### src/rtl/lsu_pkg.sv
package lsu_pkg;

   localparam int unsigned GEN_FIELD_W = 4;

   localparam logic [GEN_FIELD_W-1:0] SPEED_GEN1 = GEN_FIELD_W'(1);
   localparam logic [GEN_FIELD_W-1:0] SPEED_GEN2 = GEN_FIELD_W'(2);

   typedef enum logic [2:0] {
      ST_IDLE,
      ST_CAP,
      ST_TRAIN,
      ST_SPDWAIT,
      ST_RECHECK,
      ST_DONE,
      ST_FAILED
   } lsu_state_e;

endpackage

### src/rtl/lsu_wait_timer.sv
module lsu_wait_timer #(
   parameter int unsigned LIMIT = 64
) (
   input  logic clk,
   input  logic rst_n,
   input  logic run,
   input  logic clr,
   output logic expired
);
   localparam int unsigned CW = $clog2(LIMIT + 1);
   localparam logic [CW-1:0] LAST = CW'(LIMIT - 1);

   logic [CW-1:0] cnt_q;

   always_ff @(posedge clk or negedge rst_n) begin
      if (!rst_n)                 cnt_q <= '0;
      else if (clr || !run)       cnt_q <= '0;
      else if (cnt_q != LAST)     cnt_q <= cnt_q + 1'b1;
   end

   assign expired = run && (cnt_q == LAST);


   cnt_bound_chk: assert property (@(posedge clk) disable iff (!rst_n) cnt_q <= LAST);

endmodule

### src/rtl/lsu_chg_poller.sv
module lsu_chg_poller #(
   parameter int unsigned GAP   = 4,
   parameter int unsigned POLLS = 8
) (
   input  logic clk,
   input  logic rst_n,
   input  logic run,
   input  logic clr,
   input  logic pending,
   output logic cleared,
   output logic gave_up
);
   localparam int unsigned GW = $clog2(GAP);
   localparam int unsigned PW = $clog2(POLLS) + 1;
   localparam logic [GW-1:0] GAP_LAST  = GW'(GAP - 1);
   localparam logic [PW-1:0] POLL_LAST = PW'(POLLS - 1);

   logic [GW-1:0] gcnt_q;
   logic [PW-1:0] pcnt_q;
   logic          poll_now;

   assign poll_now = run && (gcnt_q == GAP_LAST);

   always_ff @(posedge clk or negedge rst_n) begin
      if (!rst_n) begin
         gcnt_q <= '0;
         pcnt_q <= '0;
      end else if (clr || !run) begin
         gcnt_q <= '0;
         pcnt_q <= '0;
      end else begin
         gcnt_q <= poll_now ? '0 : gcnt_q + 1'b1;
         if (poll_now) pcnt_q <= pcnt_q + 1'b1;
      end
   end

   assign cleared = poll_now && !pending;
   assign gave_up = poll_now && pending && (pcnt_q == POLL_LAST);


   poll_count_chk: assert property (@(posedge clk) disable iff (!rst_n) pcnt_q <= POLL_LAST);

endmodule

### src/rtl/lsu_pulse_gen.sv
module lsu_pulse_gen #(
   parameter int unsigned LEN = 4
) (
   input  logic clk,
   input  logic rst_n,
   input  logic trig,
   output logic pulse
);
   generate
      if (LEN == 1) begin : g_single
         logic q;
         always_ff @(posedge clk or negedge rst_n) begin
            if (!rst_n) q <= 1'b0;
            else        q <= trig;
         end
         assign pulse = q;
      end else begin : g_count
         localparam int unsigned CW = $clog2(LEN + 1);
         logic [CW-1:0] cnt_q;
         always_ff @(posedge clk or negedge rst_n) begin
            if (!rst_n)             cnt_q <= '0;
            else if (trig)          cnt_q <= CW'(LEN);
            else if (cnt_q != '0)   cnt_q <= cnt_q - 1'b1;
         end
         assign pulse = (cnt_q != '0);
      end
   endgenerate


   pulse_follows_trig_chk: assert property (@(posedge clk) disable iff (!rst_n) trig |=> pulse);

endmodule

### src/rtl/link_speedup_ctrl.sv
module link_speedup_ctrl
   import lsu_pkg::*;
#(
   parameter int unsigned LINK_TIMEOUT = 1250000,
   parameter int unsigned POLL_LIMIT   = 200,
   parameter int unsigned POLL_GAP     = 12500,
   parameter int unsigned RXRST_LEN    = 250
) (
   input  logic                   clk,
   input  logic                   rst_n,
   input  logic                   start,
   input  logic                   cfg_gen2,
   input  logic                   cfg_no_chg_wait,
   input  logic                   link_up,
   input  logic                   link_training,
   input  logic                   chg_pending,
   input  logic [GEN_FIELD_W-1:0] cur_gen,
   output logic [GEN_FIELD_W-1:0] max_speed,
   output logic                   ltssm_en,
   output logic                   chg_req,
   output logic                   done,
   output logic                   fail,
   output logic [GEN_FIELD_W-1:0] final_gen,
   output logic                   phy_rx_reset_req
);

   generate
      if (LINK_TIMEOUT < 2) begin : g_bad_timeout
         $error("LINK_TIMEOUT must be at least 2");
      end
      if (POLL_GAP < 2) begin : g_bad_gap
         $error("POLL_GAP must be at least 2");
      end
      if (POLL_LIMIT < 1) begin : g_bad_polls
         $error("POLL_LIMIT must be at least 1");
      end
      if (RXRST_LEN < 1) begin : g_bad_rxrst
         $error("RXRST_LEN must be at least 1");
      end
   endgenerate

   lsu_state_e state_q, state_d;
   logic       link_ok;
   logic       restartable;
   logic       wait_run, wait_expired;
   logic       poll_run, poll_cleared, poll_gave_up;
   logic       leaving;
   logic       fail_trig;

   assign link_ok     = link_up && !link_training;
   assign restartable = (state_q == ST_IDLE) || (state_q == ST_DONE) || (state_q == ST_FAILED);
   assign wait_run    = (state_q == ST_TRAIN) || (state_q == ST_RECHECK);
   assign poll_run    = (state_q == ST_SPDWAIT);
   assign leaving     = (state_q != state_d);
   assign fail_trig   = (state_d == ST_FAILED) && (state_q != ST_FAILED);

   lsu_wait_timer #(.LIMIT(LINK_TIMEOUT)) u_link_timer (
      .clk     (clk),
      .rst_n   (rst_n),
      .run     (wait_run),
      .clr     (leaving),
      .expired (wait_expired)
   );

   lsu_chg_poller #(.GAP(POLL_GAP), .POLLS(POLL_LIMIT)) u_poller (
      .clk     (clk),
      .rst_n   (rst_n),
      .run     (poll_run),
      .clr     (leaving),
      .pending (chg_pending),
      .cleared (poll_cleared),
      .gave_up (poll_gave_up)
   );

   lsu_pulse_gen #(.LEN(RXRST_LEN)) u_rx_reset (
      .clk   (clk),
      .rst_n (rst_n),
      .trig  (fail_trig),
      .pulse (phy_rx_reset_req)
   );

   always_comb begin
      state_d = state_q;
      unique case (state_q)
         ST_IDLE, ST_DONE, ST_FAILED: begin
            if (start) state_d = ST_CAP;
         end
         ST_CAP: state_d = ST_TRAIN;
         ST_TRAIN: begin
            if (link_ok) begin
               if (!cfg_gen2)            state_d = ST_DONE;
               else if (cfg_no_chg_wait) state_d = ST_RECHECK;
               else                      state_d = ST_SPDWAIT;
            end else if (wait_expired) begin
               state_d = ST_FAILED;
            end
         end
         ST_SPDWAIT: begin
            if (poll_cleared)      state_d = ST_RECHECK;
            else if (poll_gave_up) state_d = ST_FAILED;
         end
         ST_RECHECK: begin
            if (link_ok)           state_d = ST_DONE;
            else if (wait_expired) state_d = ST_FAILED;
         end
         default: state_d = ST_IDLE;
      endcase
   end

   always_ff @(posedge clk or negedge rst_n) begin
      if (!rst_n) begin
         state_q   <= ST_IDLE;
         max_speed <= SPEED_GEN1;
         ltssm_en  <= 1'b0;
         chg_req   <= 1'b0;
         done      <= 1'b0;
         fail      <= 1'b0;
         final_gen <= '0;
      end else begin
         state_q <= state_d;
         done    <= (state_d == ST_DONE);
         fail    <= (state_d == ST_FAILED);
         chg_req <= (state_q == ST_TRAIN) && link_ok && cfg_gen2;

         if (restartable && start) begin
            max_speed <= SPEED_GEN1;
            ltssm_en  <= 1'b0;
            final_gen <= '0;
         end else if (state_q == ST_CAP) begin
            ltssm_en <= 1'b1;
         end else if ((state_q == ST_TRAIN) && link_ok && cfg_gen2) begin
            max_speed <= SPEED_GEN2;
         end

         if (fail_trig) ltssm_en <= 1'b0;

         if ((state_d == ST_DONE) && (state_q != ST_DONE)) final_gen <= cur_gen;
      end
   end


   ltssm_after_cap_chk: assert property (@(posedge clk) disable iff (!rst_n)
      $rose(ltssm_en) |-> (max_speed == SPEED_GEN1) && ($past(max_speed) == SPEED_GEN1));


   chg_req_single_chk: assert property (@(posedge clk) disable iff (!rst_n)
      chg_req |=> !chg_req);


   chg_req_cap_chk: assert property (@(posedge clk) disable iff (!rst_n)
      chg_req |-> (max_speed == SPEED_GEN2));


   done_gen1_cap_chk: assert property (@(posedge clk) disable iff (!rst_n)
      ($rose(done) && !cfg_gen2) |-> (max_speed == SPEED_GEN1));


   done_fail_excl_chk: assert property (@(posedge clk) disable iff (!rst_n)
      !(done && fail));


   fail_drops_ltssm_chk: assert property (@(posedge clk) disable iff (!rst_n)
      fail |-> !ltssm_en);


   rx_reset_on_fail_chk: assert property (@(posedge clk) disable iff (!rst_n)
      $rose(fail) |-> phy_rx_reset_req);

endmodule

### config.mk
export PLATFORM = sky130hd
export DESIGN_NAME = link_speedup_ctrl
export DESIGN_NICKNAME = d
export VERILOG_FILES = /design/src/rtl/lsu_pkg.sv /design/src/rtl/lsu_wait_timer.sv /design/src/rtl/lsu_chg_poller.sv /design/src/rtl/lsu_pulse_gen.sv /design/src/rtl/link_speedup_ctrl.sv
export SDC_FILE = /design/constraint.sdc
export NUM_CORES = 1
export LEC_CHECK = 0
export ABC_AREA = 1
export BUFFER_PORTS_ARGS = -buffer_cell sky130_fd_sc_hd__buf_2
export CORE_MARGIN = 4
export CORE_UTILIZATION = 55
export CTS_CLUSTER_DIAMETER = 50
export DETAILED_ROUTE_END_ITERATION = 7
export PLACE_DENSITY_LB_ADDON = 0.3
export SETUP_SLACK_MARGIN = 0.4
export SLEW_MARGIN = 5
export SYNTH_ARGS = -nofsm -noshare
export SYNTH_HDL_FRONTEND = slang
export SYNTH_HIERARCHICAL = 1
export SYNTH_SLANG_ARGS = --single-unit
export TNS_END_PERCENT = 50
### constraint.sdc
create_clock -name clk -period 4.1 [get_ports clk]
set_input_delay 0.41 -clock clk [delete_from_list [all_inputs] [get_ports clk]]
set_output_delay 0.41 -clock clk [all_outputs]
set_load 0.01 [all_outputs]
======== Yosys cells after proc, flatten, opt, wreduce, memory -nomap -nowiden ========
Index checks and enable logic that the tools add are counted.
cells by class
  bitwise operators ....................... 0
  multiply operators ...................... 0
  divide/modulo/power cells ............... 0
  shift-type cells ........................ 0
  $add $sub $neg .......................... 4
  reduce and logical (&&, ||, !) cells .... 30
  eq/ne operators ......................... 16
  order comparisons ....................... 0
  multiplexer cells ....................... 25
operator list
  operator                                             number
  two-way mux 21 bit                                   2
  two-way mux 14 bit                                   2
  two-way mux 3 bit                                    8
  adder 21 x 1 -> 21 bit, second input constant        1
  equality test 21 bit, second input constant          1
  != test 21 bit, second input constant                1
  two-way mux 4 bit                                    5
  two-way mux 9 bit                                    2
  two-way mux 8 bit                                    2
  equality test 3 bit, second input constant           5
  one-hot mux 3 bit (5 select lines)                   1
  adder 14 x 1 -> 14 bit, second input constant        1
  equality test 14 bit, second input constant          1
  logical AND 1 bit                                    11
  nonzero test 2 bit                                   5
  adder 9 x 1 -> 9 bit, second input constant          1
  equality test 9 x 8 -> 1 bit, second input constant  1
  nonzero test 8 bit                                   1
  subtractor 8 x 1 -> 8 bit, second input constant     1
  equality test 3 x 2 -> 1 bit, second input constant  2
  != test 3 bit, second input constant                 2
  logical OR 1 bit                                     5
  zero test 1 bit                                      4
  equality test 3 x 1 -> 1 bit, second input constant  1
  7 further kinds                                      9
word-level totals
  ROM bits ................................ 0
  bits of input ports ..................... 12
  register bits after elaboration ......... 67
  latch bits .............................. 0
  RAM bits ................................ 0
  memories ................................ 0
  word-level logic and storage cells ...... 86

======== Longest topological paths before layout ========
  word-level depth ........................ 10
  gate-level depth with buffers ........... 24

======== Cells and area by module ========
The synthesis kept the hierarchy.
modules (own cells, without submodules)
  module             sequential area each (um2)  times used  cells each  area an instance (um2)
  lsu_chg_poller     575.6                       1           195         1,395.1
  lsu_wait_timer     525.5                       1           203         1,380.1
  link_speedup_ctrl  326.6                       1           126         1,012.2
  lsu_pulse_gen      200.2                       1           67          534.3

======== Worst setup path before layout ========
No wires, ideal clock.
  kind .................................... reg2reg
  start ................................... register state_q[0]
  end ..................................... register u_poller.gcnt_q[8]
  arrival ................................. 2,684 ps
  setup time .............................. 94 ps
  clock period less this slack ............ 2,778 ps
  cell stages (with the launch flop) ...... 21
  buffers on the path ..................... 3
  required time ........................... 4,006 ps
  setup slack ............................. 1,322 ps
  path through ............................ dfrtp_1 > buf_6 > nand2_2 > nor2_4 > nand3_1 > nor2_2 > nand3_4 > buf_4 > nor2_1 > nor2_1 > nand2_1 > nand2_1 > inv_2 > nand3_4 > xor2_1 > inv_1 > nand3_1 > nor2_4 > inv_1 > clkbuf_1 > a211oi_1
RTL lines
  element                             line                      source
  start, declared                     link_speedup_ctrl.sv:42   lsu_state_e state_q, state_d;
  start signal, assigned              link_speedup_ctrl.sv:120  state_q <= state_d;
  equality test 3 x 2 -> 1 bit        link_speedup_ctrl.sv:53   assign poll_run = (state_q == ST_SPDWAIT);
  net poll_run                        link_speedup_ctrl.sv:46   logic poll_run, poll_cleared, poll_gave_up;
  logical AND 1 bit                   lsu_chg_poller.sv:22      assign poll_now = run && (gcnt_q == GAP_LAST);
  logical AND 1 bit                   lsu_chg_poller.sv:37      assign cleared = poll_now && !pending;
  net poll_cleared                    link_speedup_ctrl.sv:46
  two-way mux 3 bit                   link_speedup_ctrl.sv:99   if (poll_cleared) state_d = ST_RECHECK;
  one-hot mux 3 bit (5 select lines)  link_speedup_ctrl.sv:84   unique case (state_q)
  net state_d[0]                      link_speedup_ctrl.sv:42
  != test 3 bit                       link_speedup_ctrl.sv:54   assign leaving = (state_q != state_d);
  net leaving                         link_speedup_ctrl.sv:47   logic leaving;
  logical OR 1 bit                    lsu_chg_poller.sv:28      end else if (clr || !run) begin
  two-way mux 14 bit                  lsu_chg_poller.sv:28
  end signal, assigned                lsu_chg_poller.sv:32      gcnt_q <= poll_now ? '0 : gcnt_q + 1'b1;
  end, declared                       lsu_chg_poller.sv:18      logic [GW-1:0] gcnt_q;
The timed path passes the listed nets, and every way through them passes these cells.
A chain may end at the register's enable or synchronous reset.

======== Worst setup path after layout ========
  start ................................... register state_q[2]
  end ..................................... register u_link_timer.cnt_q[10]
between the ends
  word-level cells in the longest chain between the ends .. 10
RTL lines
  element                                                   line                      source
  equality test 3 x 2 -> 1 bit (*)                          link_speedup_ctrl.sv:53
  net poll_run                                              link_speedup_ctrl.sv:46
  logical AND 1 bit (*)                                     lsu_chg_poller.sv:22
  logical AND 1 bit (*) (2 in series)                       lsu_chg_poller.sv:38      assign gave_up = poll_now && pending && (pcnt_q == POLL_LAST);
  net poll_gave_up                                          link_speedup_ctrl.sv:46
  two-way mux 3 bit (*)                                     link_speedup_ctrl.sv:100  else if (poll_gave_up) state_d = ST_FAILED;
  two-way mux 3 bit (*)                                     link_speedup_ctrl.sv:99
  one-hot mux 3 bit (5 select lines) (*)                    link_speedup_ctrl.sv:84
  net state_d[0]                                            link_speedup_ctrl.sv:42
  != test 3 bit (*)                                         link_speedup_ctrl.sv:54
  net leaving                                               link_speedup_ctrl.sv:47
  logical OR 1 bit (*)                                      lsu_wait_timer.sv:17      else if (clr || !run) cnt_q <= '0;
  two-way mux 21 bit or nonzero test 2 bit (tied branches)  n/a
  end signal, assigned                                      lsu_wait_timer.sv:18      else if (cnt_q != LAST) cnt_q <= cnt_q + 1'b1;
  end, declared                                             lsu_wait_timer.sv:13      logic [CW-1:0] cnt_q;
Mark *: on every way through the listed nets, which the timed path passes. The rest lies on a longest branch.

==> impl_metrics.ini <==
[synth]
synth_top_cells_by_area = dfrtp_1, nand2_1, nor2_1, nand3_1, inv_1
synth_enable_flop_cells = 0
ys_async_sr_fraction_pct = 100
synthesis.instances = 591
synthesis.area_per_instance_um2 = 7.31
synth-main-ff-cell = dfrtp_1
yosysUniqueCellTypes = 41
synth-seq-area-share_pct = 37.7
ys_warnings = 6
netlist_area_um2 = 4320
yosysMostFrequentCell = nand2_1
yosys-top-cells-count = nand2_1, nor2_1, inv_1
synth.ff_latch_count = 65
synth_largest_type_area_fraction_pct = 37.1
leading_area_contributor_after_synthesis = dfrtp_1

[global_routing]
grt_pass1_wl_um = 16400
grt_start_max_net_pins = 52
total_routing_usage_gr_pct = 20.8
antenna_violations_before_repair = 0
grt-ovfl-total = 0
number_of_global_route_vias_before_repair = 3690

[route]
antenna_left = 0
wl_per_cell_um = 12.7
drt_first_iter_violations = 244
drc_errors = 0
wirelength_um = 9190
num_vias = 3843
detail_route.vias_per_cell = 5.29
dr.pass1.iters = 5

[sta]
slew_margin_rel_pct = 56.9
final_min_period_over_clock_period_pct = 83.3
timing_max_transition_violations_final = 0
clock.fmax_ghz = 0.293
grt_setup_unrepaired = no
finalWorstSetupSlack_ns = 0.685
final.setup_skew_ns = 0.0115
timing_worst_slew_pin_value_ns = 0.647
timing.hold.ws_ns = 0.322
final-hold-violation-count = 0
fin_setup_tns_ns = 0
finalWorstPathRequiredPeriod_ns = 3.42
setup-violations-final = 0

[outcome]
run_status = finished clean

[layout]
total_inserted_antenna_cells = 0
layout_cell_share_with_drive_strength_beyond_1_pct = 19.1
design.final.nets = 636
areaGrowthSynthToFinish_pct = 9.35
finalNonFillerCells = 726

[pwr]
power.static_leakage_nw = 2.18
power.ir.vdd_worst_mv = 0.240
power_density_nw_per_um2 = 489
design_power_total_mw = 2.31

[setup_path]
critical_path.slowest_cell = dfrtp_1
path_class = reg2reg
critPathArrivalTime_ns = 3.66
worstPathMaxFanout = 18
cp-start-kind = flop
worst-r2r-setup-slack_ns = 0.68
end_kind = flop
worstPathCellList = nor2_4 -> nand3_1 -> nor2_2 -> nand3_4 -> nor3_1 -> nor2_1 -> nand2_1 -> nand2_1 -> inv_2 -> nand3_4 -> xor2_1 -> inv_1 -> nand3_1 -> nor2_2 -> buf_4 -> inv_1 -> nor3b_1
cp_required_ns = 4.34
cpPeakStageDelay_ns = 0.59

[floorplan]
initial_utilization_pct = 56.2
dieWidth_um = 96.6
core_box_area_um2 = 7690
pin_count = 25
fp-row-count = 32
design.die.area_um2 = 9340
die_h_um = 96.6

[job]
max-cap-violations = 0

[cts]
cts.path.max_buffers = 2
tritoncts.num_buffers = 9
clockRootBuffer = clkbuf_8
clock_tree.htree_level_count = 3
clkLatencyLatePin_ns = 0.34
cts_tree = done
cts_num_sinks = 65
cts.reportedPaths.clkPinSlew_ns = 0.07

[placement]
instance_count_after_placement_with_tap_cells_included = 707
post-dp-hpwl_um = 6860
port_buffer_count = 22
gp_congestion = 0.890
minimum_setup_slack_after_placement_ns = 0.536

[hold_path]
worstHoldPathType = in2reg
==> cell usage in the layout, fill, tap and decap left out, types with 5 or more instances in the layout <==
cell type,instances
inv_2,10
nand4_1,17
nand3_4,6
o21ai_0,8
xor2_1,12
nand2_2,14
nand2_1,132
nor2_2,16
nor2_1,91
buf_2,22
a21oi_1,12
nand2_4,5
clkbuf_8,12
ha_1,5
nor3_1,16
nand3_1,60
inv_1,73
nor2_4,8
dfrtp_1,62
==> state kept, by name (all words and copies together) (netlist names), 2 cells and up <==
register / flops
final_gen: 4
max_speed: 2
u_poller/gcnt_q: 14
u_link_timer/cnt_q: 21
u_rx_reset/g_count.cnt_q: 8
u_poller/pcnt_q: 9
state_q: 3
==> path summary, 6_finish.rpt <==
path / start / to / depth (start not counted)
hold / removal: cur_gen[1] / final_gen[1] / 3
setup / recovery: state_q[2] / u_link_timer/cnt_q[10] / 17
setup reg to reg: state_q[2] / u_link_timer/cnt_q[10] / 17
min in group asynchronous: rst_n / u_link_timer/cnt_q[14] / 2
max in group asynchronous: rst_n / state_q[1] / 3
hold reg to reg: max_speed[0] / max_speed[0] / 2
==> metal layers <==
metal / part of all wire, % / track usage, % / vias up
met3: 3.6 / 3.17 / 14
met5: 0 / 0 / -
met2: 49 / 33.7 / 87
met4: 1.7 / 8.21 / 0
met1: 46 / 28.1 / 1822
li1: - / - / 1920
==> power breakdown <==
part	switching [mW]	leakage (nW)	internal, mW
Sequential	0.121	0.875	0.741
Clock	0.239	0.107	0.331
Combinational	0.582	1.20	0.296
Total	0.942	2.18	1.37
==> what timing repair did <==
action | CTS | global route
hold buffers | 1 | 0
endpoints found under the hold margin | 14 | 0
buffers inserted | 0 | 2
setup endpoints to repair | 0 | 19
resized for setup | 0 | 2
==> metrics by stage <==
stage / util [%] / instance area (um2)
floorplan: - / 4330
global placement: 58.4 / 4490
detailed placement: 58.4 / 4490
CTS: 61.2 / 4710
global route: 61.5 / 4730
finish: 61.5 / 4730
==> worst max-delay path: cells and delay by family (launching register included) <==
kind	cells	cell delay (ns)
simple gates	12	1.99
flops	1	0.59
buf+inv	4	0.56
xor+xnor	1	0.18
==> area by class of cell <==
type,count,area (um2)
fillers,709,2960
clock inverters,2,35.0
inverters,86,330
clock buffers,14,173
repair buffers,27,150
flip-flops and latches,65,1630
multi-input cells,430,2280
well taps,102,128
==> cells by family after synthesis <==
kind of cell	share of synthesized area, %
AND/OR/NAND/NOR	44.6
XOR/XNOR	2.84
AO/OA/AOI/OAI	3.71
buffers and inverters	9.67
flip-flops	37.7
other	0.0868
adder cells (fa/ha/maj)	1.45
No activity file was read; power rests on OpenSTA's default activity.
